[config.mk]
export PLATFORM = sky130hd
export DESIGN_NAME = gpio_irq_bank
export DESIGN_NICKNAME = d
export VERILOG_FILES = /design/src/rtl/gpio_bank_pkg.sv /design/src/rtl/gpio_in_sync.sv /design/src/rtl/gpio_irq_detect.sv /design/src/rtl/gpio_regfile.sv /design/src/rtl/gpio_irq_bank.sv
export SDC_FILE = /design/constraint.sdc
export NUM_CORES = 1
export LEC_CHECK = 0
export BUFFER_PORTS_ARGS = -buffer_cell sky130_fd_sc_hd__buf_2
export CAP_MARGIN = 40
export CORE_UTILIZATION = 58
export CTS_CLUSTER_DIAMETER = 40
export DETAILED_ROUTE_END_ITERATION = 12
export PLACE_DENSITY = 0.81
export SLEW_MARGIN = 5
export SYNTH_ARGS = -nofsm -noshare
export SYNTH_HDL_FRONTEND = slang
export SYNTH_SLANG_ARGS = --single-unit
export TNS_END_PERCENT = 50
[constraint.sdc]
create_clock -name clk_i -period 2.19 [get_ports clk_i]
set_input_delay 0 -clock clk_i [delete_from_list [all_inputs] [get_ports clk_i]]
set_output_delay 0 -clock clk_i [all_outputs]
set_load 0.1 [all_outputs]
[src/rtl/gpio_bank_pkg.sv]
package gpio_bank_pkg;
   localparam int DATA_W  = 32;
   localparam int DRV_BITS = 3;
   localparam int OFF_W   = 8;

   localparam logic [OFF_W-1:0] OFF_PIN_IN   = 8'h00;
   localparam logic [OFF_W-1:0] OFF_OUT_VAL  = 8'h04;
   localparam logic [OFF_W-1:0] OFF_OUT_EN   = 8'h08;
   localparam logic [OFF_W-1:0] OFF_IRQ_EN   = 8'h10;
   localparam logic [OFF_W-1:0] OFF_LVL_SEL  = 8'h14;
   localparam logic [OFF_W-1:0] OFF_POL      = 8'h18;
   localparam logic [OFF_W-1:0] OFF_DUAL     = 8'h1C;
   localparam logic [OFF_W-1:0] OFF_RAW      = 8'h20;
   localparam logic [OFF_W-1:0] OFF_PEND     = 8'h24;
   localparam logic [OFF_W-1:0] OFF_ACK      = 8'h28;
   localparam logic [OFF_W-1:0] OFF_PULL_EN  = 8'h30;
   localparam logic [OFF_W-1:0] OFF_PULL_UP  = 8'h34;
   localparam logic [OFF_W-1:0] OFF_DRV_BASE = 8'h40;
   localparam logic [OFF_W-1:0] OFF_DRV_STEP = 8'h04;

   typedef enum logic [1:0] {
      TRIG_EDGE_ONE = 2'b00,
      TRIG_EDGE_TWO = 2'b01,
      TRIG_LEVEL    = 2'b10
   } trig_kind_e;
endpackage

[src/rtl/gpio_in_sync.sv]
module gpio_in_sync #(
   parameter int NUM_PINS = 32,
   parameter int STAGES   = 2
) (
   input  logic                clk_i,
   input  logic                rst_ni,
   input  logic [NUM_PINS-1:0] async_i,
   output logic [NUM_PINS-1:0] sync_o
);
   if (STAGES < 2) begin : g_bad_stages
      $error("gpio_in_sync: STAGES must be at least 2");
   end

   logic [STAGES-1:0][NUM_PINS-1:0] chain_q;

   for (genvar s = 0; s < STAGES; s++) begin : g_stage
      always_ff @(posedge clk_i or negedge rst_ni) begin
         if (!rst_ni) begin
            chain_q[s] <= '0;
         end else if (s == 0) begin
            chain_q[s] <= async_i;
         end else begin
            chain_q[s] <= chain_q[(s == 0) ? 0 : s-1];
         end
      end
   end

   assign sync_o = chain_q[STAGES-1];
endmodule

[src/rtl/gpio_irq_detect.sv]
module gpio_irq_detect
   import gpio_bank_pkg::*;
#(
   parameter int NUM_PINS = 32
) (
   input  logic                clk_i,
   input  logic                rst_ni,
   input  logic [NUM_PINS-1:0] level_i,
   input  logic [NUM_PINS-1:0] lvl_sel_i,
   input  logic [NUM_PINS-1:0] pol_i,
   input  logic [NUM_PINS-1:0] dual_i,
   output logic [NUM_PINS-1:0] event_o
);
   logic [NUM_PINS-1:0] prev_q;

   always_ff @(posedge clk_i or negedge rst_ni) begin
      if (!rst_ni) prev_q <= '0;
      else         prev_q <= level_i;
   end

   for (genvar p = 0; p < NUM_PINS; p++) begin : g_pin
      logic       rise, fall, active;
      trig_kind_e kind;

      assign rise   = level_i[p] & ~prev_q[p];
      assign fall   = ~level_i[p] & prev_q[p];
      assign active = pol_i[p] ? level_i[p] : ~level_i[p];
      assign kind   = lvl_sel_i[p] ? TRIG_LEVEL
                    : (dual_i[p] ? TRIG_EDGE_TWO : TRIG_EDGE_ONE);

      always_comb begin
         unique case (kind)
            TRIG_LEVEL:    event_o[p] = active;
            TRIG_EDGE_TWO: event_o[p] = rise | fall;
            default:       event_o[p] = pol_i[p] ? rise : fall;
         endcase
      end
   end
endmodule

[src/rtl/gpio_regfile.sv]
module gpio_regfile
   import gpio_bank_pkg::*;
#(
   parameter int NUM_PINS = 32,
   parameter int ADDR_W   = 8
) (
   input  logic                              clk_i,
   input  logic                              rst_ni,
   input  logic                              wr_i,
   input  logic [ADDR_W-1:0]                 addr_i,
   input  logic [DATA_W-1:0]                 wdata_i,
   output logic [DATA_W-1:0]                 rdata_o,
   input  logic [NUM_PINS-1:0]               pin_level_i,
   input  logic [NUM_PINS-1:0]               event_i,
   output logic [NUM_PINS-1:0]               out_val_o,
   output logic [NUM_PINS-1:0]               out_en_o,
   output logic [NUM_PINS-1:0]               irq_en_o,
   output logic [NUM_PINS-1:0]               lvl_sel_o,
   output logic [NUM_PINS-1:0]               pol_o,
   output logic [NUM_PINS-1:0]               dual_o,
   output logic [NUM_PINS-1:0]               pull_en_o,
   output logic [NUM_PINS-1:0]               pull_up_o,
   output logic [DRV_BITS-1:0][NUM_PINS-1:0] drv_plane_o,
   output logic [NUM_PINS-1:0]               raw_sts_o
);
   localparam int NCFG = 8;

   logic [NUM_PINS-1:0]               wpins;
   logic [NCFG-1:0][NUM_PINS-1:0]     cfg_q;
   logic [NCFG-1:0][ADDR_W-1:0]       cfg_addr;
   logic [DRV_BITS-1:0][NUM_PINS-1:0] drv_q;
   logic [NUM_PINS-1:0]               sts_q;
   logic                              ack_hit;

   assign wpins = wdata_i[NUM_PINS-1:0];

   assign cfg_addr[0] = ADDR_W'(OFF_OUT_VAL);
   assign cfg_addr[1] = ADDR_W'(OFF_OUT_EN);
   assign cfg_addr[2] = ADDR_W'(OFF_IRQ_EN);
   assign cfg_addr[3] = ADDR_W'(OFF_LVL_SEL);
   assign cfg_addr[4] = ADDR_W'(OFF_POL);
   assign cfg_addr[5] = ADDR_W'(OFF_DUAL);
   assign cfg_addr[6] = ADDR_W'(OFF_PULL_EN);
   assign cfg_addr[7] = ADDR_W'(OFF_PULL_UP);

   for (genvar r = 0; r < NCFG; r++) begin : g_cfg
      always_ff @(posedge clk_i or negedge rst_ni) begin
         if (!rst_ni)                            cfg_q[r] <= '0;
         else if (wr_i && addr_i == cfg_addr[r]) cfg_q[r] <= wpins;
      end
   end

   for (genvar k = 0; k < DRV_BITS; k++) begin : g_drv
      localparam logic [ADDR_W-1:0] PLANE_ADDR =
         ADDR_W'(OFF_DRV_BASE) + ADDR_W'(k) * ADDR_W'(OFF_DRV_STEP);
      always_ff @(posedge clk_i or negedge rst_ni) begin
         if (!rst_ni)                          drv_q[k] <= '0;
         else if (wr_i && addr_i == PLANE_ADDR) drv_q[k] <= wpins;
      end
   end

   // Sticky status: a fresh event takes priority over a same-cycle acknowledge.
   assign ack_hit = wr_i && (addr_i == ADDR_W'(OFF_ACK));

   always_ff @(posedge clk_i or negedge rst_ni) begin
      if (!rst_ni) sts_q <= '0;
      else         sts_q <= (sts_q & ~(ack_hit ? wpins : '0)) | event_i;
   end

   always_comb begin
      rdata_o = '0;
      for (int r = 0; r < NCFG; r++) begin
         if (addr_i == cfg_addr[r]) rdata_o = DATA_W'(cfg_q[r]);
      end
      for (int k = 0; k < DRV_BITS; k++) begin
         if (addr_i == ADDR_W'(OFF_DRV_BASE) + ADDR_W'(k) * ADDR_W'(OFF_DRV_STEP))
            rdata_o = DATA_W'(drv_q[k]);
      end
      if (addr_i == ADDR_W'(OFF_PIN_IN)) rdata_o = DATA_W'(pin_level_i);
      if (addr_i == ADDR_W'(OFF_RAW))    rdata_o = DATA_W'(sts_q);
      if (addr_i == ADDR_W'(OFF_PEND))   rdata_o = DATA_W'(sts_q & cfg_q[2]);
   end

   assign out_val_o   = cfg_q[0];
   assign out_en_o    = cfg_q[1];
   assign irq_en_o    = cfg_q[2];
   assign lvl_sel_o   = cfg_q[3];
   assign pol_o       = cfg_q[4];
   assign dual_o      = cfg_q[5];
   assign pull_en_o   = cfg_q[6];
   assign pull_up_o   = cfg_q[7];
   assign drv_plane_o = drv_q;
   assign raw_sts_o   = sts_q;
endmodule

[src/rtl/gpio_irq_bank.sv]
module gpio_irq_bank
   import gpio_bank_pkg::*;
#(
   parameter int NUM_PINS    = 32,
   parameter int ADDR_W      = 8,
   parameter int SYNC_STAGES = 2
) (
   input  logic                         clk_i,
   input  logic                         rst_ni,
   input  logic                         bus_wr_i,
   input  logic [ADDR_W-1:0]            bus_addr_i,
   input  logic [31:0]                  bus_wdata_i,
   output logic [31:0]                  bus_rdata_o,
   input  logic [NUM_PINS-1:0]          pad_in_i,
   output logic [NUM_PINS-1:0]          pad_out_o,
   output logic [NUM_PINS-1:0]          pad_oe_o,
   output logic [NUM_PINS-1:0]          pull_en_o,
   output logic [NUM_PINS-1:0]          pull_up_o,
   output logic [3*NUM_PINS-1:0]        drv_str_o,
   output logic                         irq_o
);
   if (NUM_PINS < 1 || NUM_PINS > DATA_W) begin : g_bad_pins
      $error("gpio_irq_bank: NUM_PINS must lie in 1..32");
   end
   if (ADDR_W < 7 || ADDR_W > OFF_W) begin : g_bad_addr
      $error("gpio_irq_bank: ADDR_W must lie in 7..8");
   end

   logic [NUM_PINS-1:0]               pin_level;
   logic [NUM_PINS-1:0]               evt;
   logic [NUM_PINS-1:0]               lvl_sel, pol, dual, irq_en, raw_sts;
   logic [DRV_BITS-1:0][NUM_PINS-1:0] drv_plane;

   gpio_in_sync #(.NUM_PINS(NUM_PINS), .STAGES(SYNC_STAGES)) u_sync (
      .clk_i   (clk_i),
      .rst_ni  (rst_ni),
      .async_i (pad_in_i),
      .sync_o  (pin_level)
   );

   gpio_irq_detect #(.NUM_PINS(NUM_PINS)) u_detect (
      .clk_i     (clk_i),
      .rst_ni    (rst_ni),
      .level_i   (pin_level),
      .lvl_sel_i (lvl_sel),
      .pol_i     (pol),
      .dual_i    (dual),
      .event_o   (evt)
   );

   gpio_regfile #(.NUM_PINS(NUM_PINS), .ADDR_W(ADDR_W)) u_regs (
      .clk_i       (clk_i),
      .rst_ni      (rst_ni),
      .wr_i        (bus_wr_i),
      .addr_i      (bus_addr_i),
      .wdata_i     (bus_wdata_i),
      .rdata_o     (bus_rdata_o),
      .pin_level_i (pin_level),
      .event_i     (evt),
      .out_val_o   (pad_out_o),
      .out_en_o    (pad_oe_o),
      .irq_en_o    (irq_en),
      .lvl_sel_o   (lvl_sel),
      .pol_o       (pol),
      .dual_o      (dual),
      .pull_en_o   (pull_en_o),
      .pull_up_o   (pull_up_o),
      .drv_plane_o (drv_plane),
      .raw_sts_o   (raw_sts)
   );

   for (genvar p = 0; p < NUM_PINS; p++) begin : g_drv_pin
      for (genvar b = 0; b < DRV_BITS; b++) begin : g_bit
         assign drv_str_o[p*DRV_BITS + b] = drv_plane[b][p];
      end
   end

   assign irq_o = |(raw_sts & irq_en);
endmodule

==> Yosys cells after proc, flatten, opt, wreduce, memory -nomap -nowiden <==
Cells that the tools add are included.
W data, S select, Z words.
{ "op_classes": {"reduce_logical": 14, "muxes": 175, "n_bitwise": 164, "eq_ne": 78} }
{ "op_table": {"columns": ["cell", "count"], "rows": [
  ["$mux W32", 15],
  ["$mux W1", 96],
  ["$and A1 B1 Y1", 64],
  ["$and A32 B32 Y32", 2],
  ["$eq A2 B1 Y1 const B", 32],
  ["$eq A2 B2 Y1 const B", 32],
  ["$mux W2", 32],
  ["$not A1 Y1", 64],
  ["$pmux W1 S2", 32],
  ["$eq A8 B6 Y1 const B", 5],
  ["$eq A8 B5 Y1 const B", 4],
  ["$not A32 Y32", 1],
  ["$or A1 B1 Y1", 32],
  ["$or A32 B32 Y32", 1],
  ["$reduce_or A32 Y1", 1],
  ["$eq A8 B7 Y1 const B", 3],
  ["$logic_and A1 B1 Y1", 12],
  ["$eq A8 B3 Y1 const B", 1],
  ["$eq A8 B4 Y1 const B", 1],
  ["$logic_not A8 Y1", 1]
]} }
{ "totals": {"register_bits": 480, "input_bits": 75, "out_inout_bits": 257} }

==> Logic depth before layout (Yosys ltp) <==
Gate-level depths: netlist of run 1.
{ "logic_depth": {"depth_word": 15, "ltp_mapped": 9, "mapped_depth_nobuf": 6} }

==> Cells and area by module <==
From an unflattened synthesis of run 1, not the netlist that was laid out.
{ "unflattened": {"cells_unflattened": 2054, "hier_area_um2": 23565.1} }
{ "by_module_without_submodules": {"columns": ["mod", "area_each_um2", "cells_per_inst", "seq_area_each_um2", "n_inst"], "rows": [
  ["gpio_regfile", 18522.8, 1585, 9609.2, 1],
  ["gpio_irq_detect", 3042.9, 352, 800.8, 1],
  ["gpio_in_sync", 1841.8, 96, 1601.5, 1],
  ["gpio_irq_bank", 157.7, 21, 0.0, 1]
]} }

==> Worst setup path after synthesis of run 1 <==
OpenSTA, ideal clock, no wires.
{ "synth_timing": {"path_kind": "register -> output", "startpoint": "reg u_regs.drv_q (netlist bit u_regs.drv_plane_o[42])", "endpoint": "out bus_rdata_o[10]", "arrival_time_ns": 3.535, "path_slack_ns": -1.345, "path_buffers": 0, "path_stages_with_launch": 5, "path_cell_list": "dfrtp_1 > o22ai_1 > a21oi_1 > o221ai_1 > o21ai_0"} }
{ "synth_via": {"elab_chain_cells": 5} }
{ "synth_rtl": {"columns": ["element", "line", "source"], "rows": [
  ["from (decl)", "gpio_regfile.sv:31", "logic [DRV_BITS-1:0][NUM_PINS-1:0] drv_q;"],
  ["from (signal, indexed assignment)", "gpio_regfile.sv:58", "else if (wr_i && addr_i == PLANE_ADDR) drv_q[k] <= wpins;"],
  ["$mux W32 (2 in series)", "gpio_regfile.sv:76", "if (addr_i == ADDR_W'(OFF_DRV_BASE) + ADDR_W'(k) * ADDR_W'(OFF_DRV_STEP))"],
  ["$mux W32", "gpio_regfile.sv:79", "if (addr_i == ADDR_W'(OFF_PIN_IN)) rdata_o = DATA_W'(pin_level_i);"],
  ["$mux W32", "gpio_regfile.sv:80", "if (addr_i == ADDR_W'(OFF_RAW)) rdata_o = DATA_W'(sts_q);"],
  ["$mux W32", "gpio_regfile.sv:81", "if (addr_i == ADDR_W'(OFF_PEND)) rdata_o = DATA_W'(sts_q & cfg_q[2]);"],
  ["to (decl)", "gpio_irq_bank.sv:13", "output logic [31:0] bus_rdata_o,"]
]} }
Every way passes these cells.

==> Worst setup path in the final report of run 1 <==
{ "layout_timing": {"startpoint": "reg u_regs.sts_q[5] (netlist: u_regs.raw_sts_o[5])", "endpoint": "out irq_o"} }
{ "layout_via": {"elab_chain_cells": 2} }
{ "layout_rtl": {"columns": ["element", "line", "source"], "rows": [
  ["from (decl)", "gpio_regfile.sv:32", "logic [NUM_PINS-1:0] sts_q;"],
  ["from (signal assigned)", "gpio_regfile.sv:67", "else sts_q <= (sts_q & ~(ack_hit ? wpins : '0)) | event_i;"],
  ["$and A32 B32 Y32", "gpio_irq_bank.sv:78", "assign irq_o = |(raw_sts & irq_en);"],
  ["$reduce_or A32 Y1", "gpio_irq_bank.sv:78", null],
  ["to (decl)", "gpio_irq_bank.sv:20", "output logic irq_o"]
]} }
Every way passes these cells.

==> impl_metrics.toml, run 1 <==
[status]
status = "complete, but fails checks"
violations = "negative setup slack"

[timing]
setup_slack_ns = -0.273
setup_viol = 10
tightest_slew_ns = 0.809
hold_ws_ns = 0.0594
relSlewSlack_pct = 46.1
min_period_ns = 2.46
finalCritPeriodShare_pct = 112
setup-tns-final_ns = -0.841
rsz0062_at_grt = "true"
skew_ns = 0.0277
fmax_mhz = 406
finalHoldViolations = 0
maxSlewViolCount = 0

[job]
max_cap_violations = 0

[finish]
final_common_cell = "dfrtp_1"
syn_to_final_growth_pct = 32.3
mostFrequentLayoutCells = "dfrtp_1, mux2_2, buf_2"
postLayoutCellArea_sq_um = 30800
fin_cells = 3022
drive_gt1_share_pct = 43.5
utilization_pct = 78.7
largest_reg_flops = 96
fin_nets = 2591

[synth]
synth_area_sq_um = 23300
yosys_warnings = 0
synth_edf_count = 0
synth_flop_cell = "dfrtp_1"
synthCells = 1962
yosysUniqueCellTypes = 66
synth_async_sr_flop_share_pct = 100
syn-mean-instance-area_sq_um = 11.9
syn-num-nets = 2101
synth_seq_area_share_pct = 51.7
synth_seq_cells = 480

[critical_path]
critical_path_required_ns = 2.19
rr_endpoint = "u_regs.raw_sts_o[7]"
arrival_ns = 2.46
timing.rr.start = "u_sync.sync_o[7]"
r2r_slack_ns = 0.55
criticalPathCategory = "reg2out"
crit_path_top_delay_cell = "or4_4"
cpPeakStageDelay_ns = 0.60
start_kind = "flip-flop"
end_kind = "output port"
worstPathCellList = "a22o_1 > a221oi_2 > buf_4 > nand3_2 > or4_4 > buf_12"
reg2regPathDepth = 6
worstPathMaxFanout = 2

[routing]
first_pass_iters = 7
ant_nets = 0
via_per_inst = 6.88
drt_first_iter_violations = 2693
wire_per_inst_microns = 29.1
drc_errors = 0
vias = 20800
wl_microns = 88000

[clocking]
clockBufferDepth = 3
h-tree-depth = 3
numCtsBuffers = 66
clkTransAtPathRegs_ns = 0.06
clk_latency_ns = 0.59
cts_tree = "built"
cts-root-buf = "clkbuf_16"
cts.sinks = 480

[placed_design]
dp_hpwl_microns = 56600
dpl-instance-area_sq_um = 27300
gp_congestion = 0.982
dp_slack_ns = -0.0231
dpl.cell_count = 2824
portBuffers = 331

[pwr]
total_power_mw = 24.2
switching_share_pct = 30.9
seqPwrFrac_pct = 40.3
p_per_area_nw_per_um2 = 787
netSwitchingPower_mw = 7.48
peakVddDrop_mv = 0.658
clkPwrFrac_pct = 44.4
leakage_nw = 14.8
comb_power_share_pct = 15.3
intPower_mw = 16.7

[die]
row_count = 72
dieHeight_microns = 202
start_util_pct = 59.5
ioPinCount = 332
die_area_sq_um = 40900
core_area_sq_um = 39100
die_w_microns = 202

[global_route]
grt_pass1_wl_microns = 131000
grt_start_max_net_pins = 87
grtUsageTotal_pct = 42.6
grt_overflow_total = 0
grt_pass1_vias = 21400
antenna_found_initial = 2

[min_path]
hold_depth = 2
hold_class = "in2reg"
worstHoldEndpoint = "u_sync.chain_q[13]"
hp-start = "pad_in_i[13]"
[how the worst max path moves through the flow]
| stage | startpoint | endpoint | slack, ns | cells after the start |
|---|---|---|---|---|
| after floorplan | bus_addr_i[3] | bus_rdata_o[21] | -0.41 | 8 |
| final | u_regs.raw_sts_o[5] | irq_o | -0.27 | 6 |
| after detailed placement | bus_addr_i[1] | bus_rdata_o[22] | -0.02 | 9 |
| after global placement | bus_addr_i[2] | bus_rdata_o[21] | 0.04 | 9 |
| after CTS | u_regs.irq_en_o[5] | irq_o | -0.24 | 6 |
| after global routing | u_regs.irq_en_o[27] | bus_rdata_o[27] | -0.34 | 8 |
[synthesized netlist by cell type (35+ instances only)]
master    count  area share [%]
dfrtp_1     480              52
a22oi_1      51             1.6
a21oi_1      94             2.0
a211oi_1     78             2.5
nand3_1      35            0.75
buf_2        60             1.3
nor2_1       43            0.69
nor2b_1      41             1.1
nand2_1      79             1.3
ha_1         64             3.4
inv_1        70             1.1
mux2_2      349              17
o21ai_0      67             1.4
clkbuf_1     83             1.3
[layer usage]
layer	vias to the layer above	GRT usage [%]	wire length, microns
met3	487	9.95	10900
met5	-	0	11
met4	2	27.8	6060
met2	1713	66.5	40400
li1	8278	-	-
met1	10300	53.4	30700
[power by group through the flow]
stage,logic (mW),clock network (mW),registers [mW]
after floorplan,0.976,0,11.2
after global placement,3.34,0,9.85
after detailed placement,3.41,0,9.87
after CTS,3.60,10.7,9.72
after global routing,3.84,11.2,9.79
final,3.70,10.8,9.76
[cell families (layout without fill, tap and decap cells)]
group | after synthesis | after routing | synth area share (%)
mux | 363 | 363 | 17.5
compound gates | 485 | 485 | 14.8
other cells | 0 | 3 | 0
simple gates | 311 | 311 | 7.30
xor+xnor | 32 | 32 | 1.21
flops | 480 | 480 | 51.7
buf+inv | 227 | 766 | 4.05
fa+ha+maj | 64 | 64 | 3.44
[critical path, delay by kind of cell (launching register included)]
kind | cells | cell delay [ns]
compound gates | 2 | 0.41
buf+inv | 2 | 0.37
simple gates | 2 | 0.67
flops | 1 | 0.42
[area by class of cell]
class | instances | area, sq um
Sequential cell | 480 | 12000
Inverter | 70 | 263
Clock buffer | 77 | 1770
Fill cell | 2231 | 8330
Antenna cell | 3 | 7.51
Timing Repair Buffer | 579 | 4590
Multi-Input combinational cell | 1255 | 11000
Tap cell | 518 | 648
Clock inverter | 40 | 422
[what timing repair did]
item,in CTS,in global routing
hold buffers,65,0
hold endpoints to repair,540,0
gates resized for setup,56,63
buffers inserted,9,7
pin swaps,21,34
endpoints found under the setup margin,19,30
Note: power is estimated with default switching activity, not from simulation.
==> run 2, diff against run 1 <==
--- a/config.mk
+++ b/config.mk
@@ -5,12 +5,13 @@
 export SDC_FILE = /design/constraint.sdc
 export NUM_CORES = 1
 export LEC_CHECK = 0
+export ABC_AREA = 1
 export BUFFER_PORTS_ARGS = -buffer_cell sky130_fd_sc_hd__buf_2
 export CAP_MARGIN = 40
-export CORE_UTILIZATION = 58
+export CORE_UTILIZATION = 52
 export CTS_CLUSTER_DIAMETER = 40
 export DETAILED_ROUTE_END_ITERATION = 12
-export PLACE_DENSITY = 0.81
+export PLACE_DENSITY = 0.77
 export SLEW_MARGIN = 5
 export SYNTH_ARGS = -nofsm -noshare
 export SYNTH_HDL_FRONTEND = slang
==> constraint.sdc (replaced) <==
create_clock -name clk_i -period 2.1 [get_ports clk_i]
set_input_delay 0 -clock clk_i [delete_from_list [all_inputs] [get_ports clk_i]]
set_output_delay 0 -clock clk_i [all_outputs]
set_load 0.1 [all_outputs]
==> impl_metrics.toml, run 2 <==
[global_route]
grt_overflow_total = 0
grt_start_max_net_pins = 60
use_met1_pct = 45.3
grt.met2_usage_pct = 55.3
grt_pass1_wl_microns = 117000
use_met3_pct = 7.30
grt_pass1_vias = 20800
busiest_layer = "met2"
antenna_found_initial = 1
grtUsageTotal_pct = 35.0

[finish]
syn_to_final_growth_pct = 29.8
fill_cells = 3183
drive_gt1_share_pct = 22.6
largest_reg_flops = 96
utilization_pct = 68.8
multiInputGateArea_sq_um = 9070
mostFrequentLayoutCells = "nand2_1, dfrtp_1, o21ai_0"
postLayoutCellArea_sq_um = 29000
fin_nets = 3214
regArea_sq_um = 12100
fin_cells = 3668
diodes = 0
final_common_cell = "nand2_1"

[routing]
drc_errors = 0
wire_per_inst_microns = 20.8
wl_microns = 76300
first_pass_iters = 6
ant_nets = 0
drt_first_iter_violations = 2171
vias = 21200
via_per_inst = 5.78

[die]
ioPinCount = 332
dieHeight_microns = 209
die_area_sq_um = 43900
die_w_microns = 209
core_area_sq_um = 42200
row_count = 75
start_util_pct = 53.0

[status]
status = "complete, but fails checks"
violations = "negative setup slack"

[min_path]
worstHoldEndpoint = "u_sync.chain_q[1]"
hp-start = "pad_in_i[1]"
hold_class = "in2reg"
hold_depth = 2

[critical_path]
end_kind = "output port"
timing.rr.start = "u_sync.sync_o[24]"
start_kind = "flip-flop"
reg2regPathDepth = 7
criticalPathCategory = "reg2out"
r2r_slack_ns = 0.65
critical_path_required_ns = 2.10
worstPathMaxFanout = 3
arrival_ns = 2.17
rr_endpoint = "u_regs.raw_sts_o[24]"

[synth]
synth_edf_count = 0
synthTopCellsByCount = "nand2_1, dfrtp_1, o21ai_0"
synth_seq_cells = 480
synth_flop_cell = "dfrtp_1"
synth_seq_area_share_pct = 53.7
synthCells = 2653
synth_area_sq_um = 22400
syn-mean-instance-area_sq_um = 8.43
synth_async_sr_flop_share_pct = 100
yosys_warnings = 0
synth_area_leader_cell = "dfrtp_1"
syn-num-nets = 2792
yosysTopAreaCellShare_pct = 53.7
synth.area.top_cells = "dfrtp_1, nand2_1, o21ai_0"
synth.most_common_cell = "nand2_1"
yosysUniqueCellTypes = 30

[timing]
skew_ns = 0.0112
fmax_mhz = 460
relSlewSlack_pct = 51.4
setup_viol = 4
rsz0062_at_grt = "true"
maxSlewViolCount = 0
setup_slack_ns = -0.0735
finalHoldViolations = 0
finalCritPeriodShare_pct = 104
hold_ws_ns = 0.0460
tightest_slew_ns = 0.726
min_period_ns = 2.17

[placed_design]
gp_congestion = 0.943
portBuffers = 331
dp_hpwl_microns = 49800
dp_slack_ns = 0.147
dpl-instance-area_sq_um = 25600
dpl.cell_count = 3454

[clocking]
clockBufferDepth = 3
clkTransAtPathRegs_ns = 0.06
numCtsBuffers = 69
cts_tree = "built"
cts-root-buf = "clkbuf_16"
h-tree-depth = 3
clk_latency_ns = 0.60
cts.sinks = 480

[job]
max_cap_violations = 0

[pwr]
peakVddDrop_mv = 0.681
leakage_nw = 14.0
p_per_area_nw_per_um2 = 882
==> run 2: cell count changes in the layout (fill, tap and decap cells not counted), sizes merged, moves of 51 or more <==
cell,delta
nor2,+113
a22oi,-51
nand2,+666
inv,+154
o21ai,+329
mux2,-357
buf,-74
nand3,+99
nand4,+88
a211oi,-60
==> run 2: worst max path at each step <==
stage	cells past startpoint	slack [ns]	endpoint	from
5_1_grt	9	-0.12	bus_rdata_o[2]	u_regs.out_en_o[2]
6_report	6	-0.07	irq_o	u_regs.raw_sts_o[14]
3_3_place_gp	10	0.19	bus_rdata_o[26]	bus_addr_i[6]
2_1_floorplan	8	-0.13	bus_rdata_o[21]	u_regs.out_val_o[21]
3_5_place_dp	14	0.15	bus_rdata_o[20]	bus_addr_i[6]
4_1_cts	6	-0.01	irq_o	u_regs.irq_en_o[8]
==> run 2: final cells by class <==
class,instances,share of cell area (%)
Inverter,231,2.98
Sequential cell,480,41.6
Clock buffer,91,6.90
Timing Repair Buffer,503,13.6
Clock inverter,34,1.41
Multi-Input combinational cell,1790,31.2
Tap cell,539,2.32
==> run 2: cell families after synthesis <==
logic type | synth area share [%]
compound gates | 11.0
xor+xnor | 0.940
fa+ha+maj | 3.58
buf+inv | 6.69
flops | 53.7
mux | 1.43
simple gates | 22.7
==> run 2: what timing repair did <==
item	CTS	global route
resized for setup	10	37
buffers inserted	5	17
hold buffers	67	0
endpoints found under the setup margin	3	25
hold endpoints to repair	866	0
pin swaps	4	23
==> run 2: through the flow <==
step | total power [mW] | setup TNS [ns]
final | 25.6 | -0.179
after global routing | 26.4 | -0.973
after CTS | 25.6 | -0.0223
after detailed placement | 13.5 | 0
after global placement | 13.4 | 0
after floorplan | 12.5 | -1.20
==> run 2: layer usage <==
layer | up-vias | share of wire, % | routed length, microns
met1 | 10200 | 39 | 29600
li1 | 9477 | - | -
met5 | - | 0 | 0
met3 | 293 | 9.4 | 7140
met2 | 1245 | 46 | 35300
met4 | 0 | 5.5 | 4170
==> run 2: worst max-delay path, cell delays in order (launching register included) <==
cell,delay [ns]
dfrtp_1,0.41
nand2_2,0.10
nand4_1,0.22
nor4_2,0.38
buf_4,0.20
nand2_4,0.07
buf_12,0.18
==> run 2: report_power, final <==
part | internal (mW) | switching, mW | leakage [nW]
combinational | 0.772 | 2.61 | 6.66
sequential | 9.71 | 0.472 | 6.16
clock | 7.64 | 4.42 | 1.18
total | 18.1 | 7.51 | 14.0
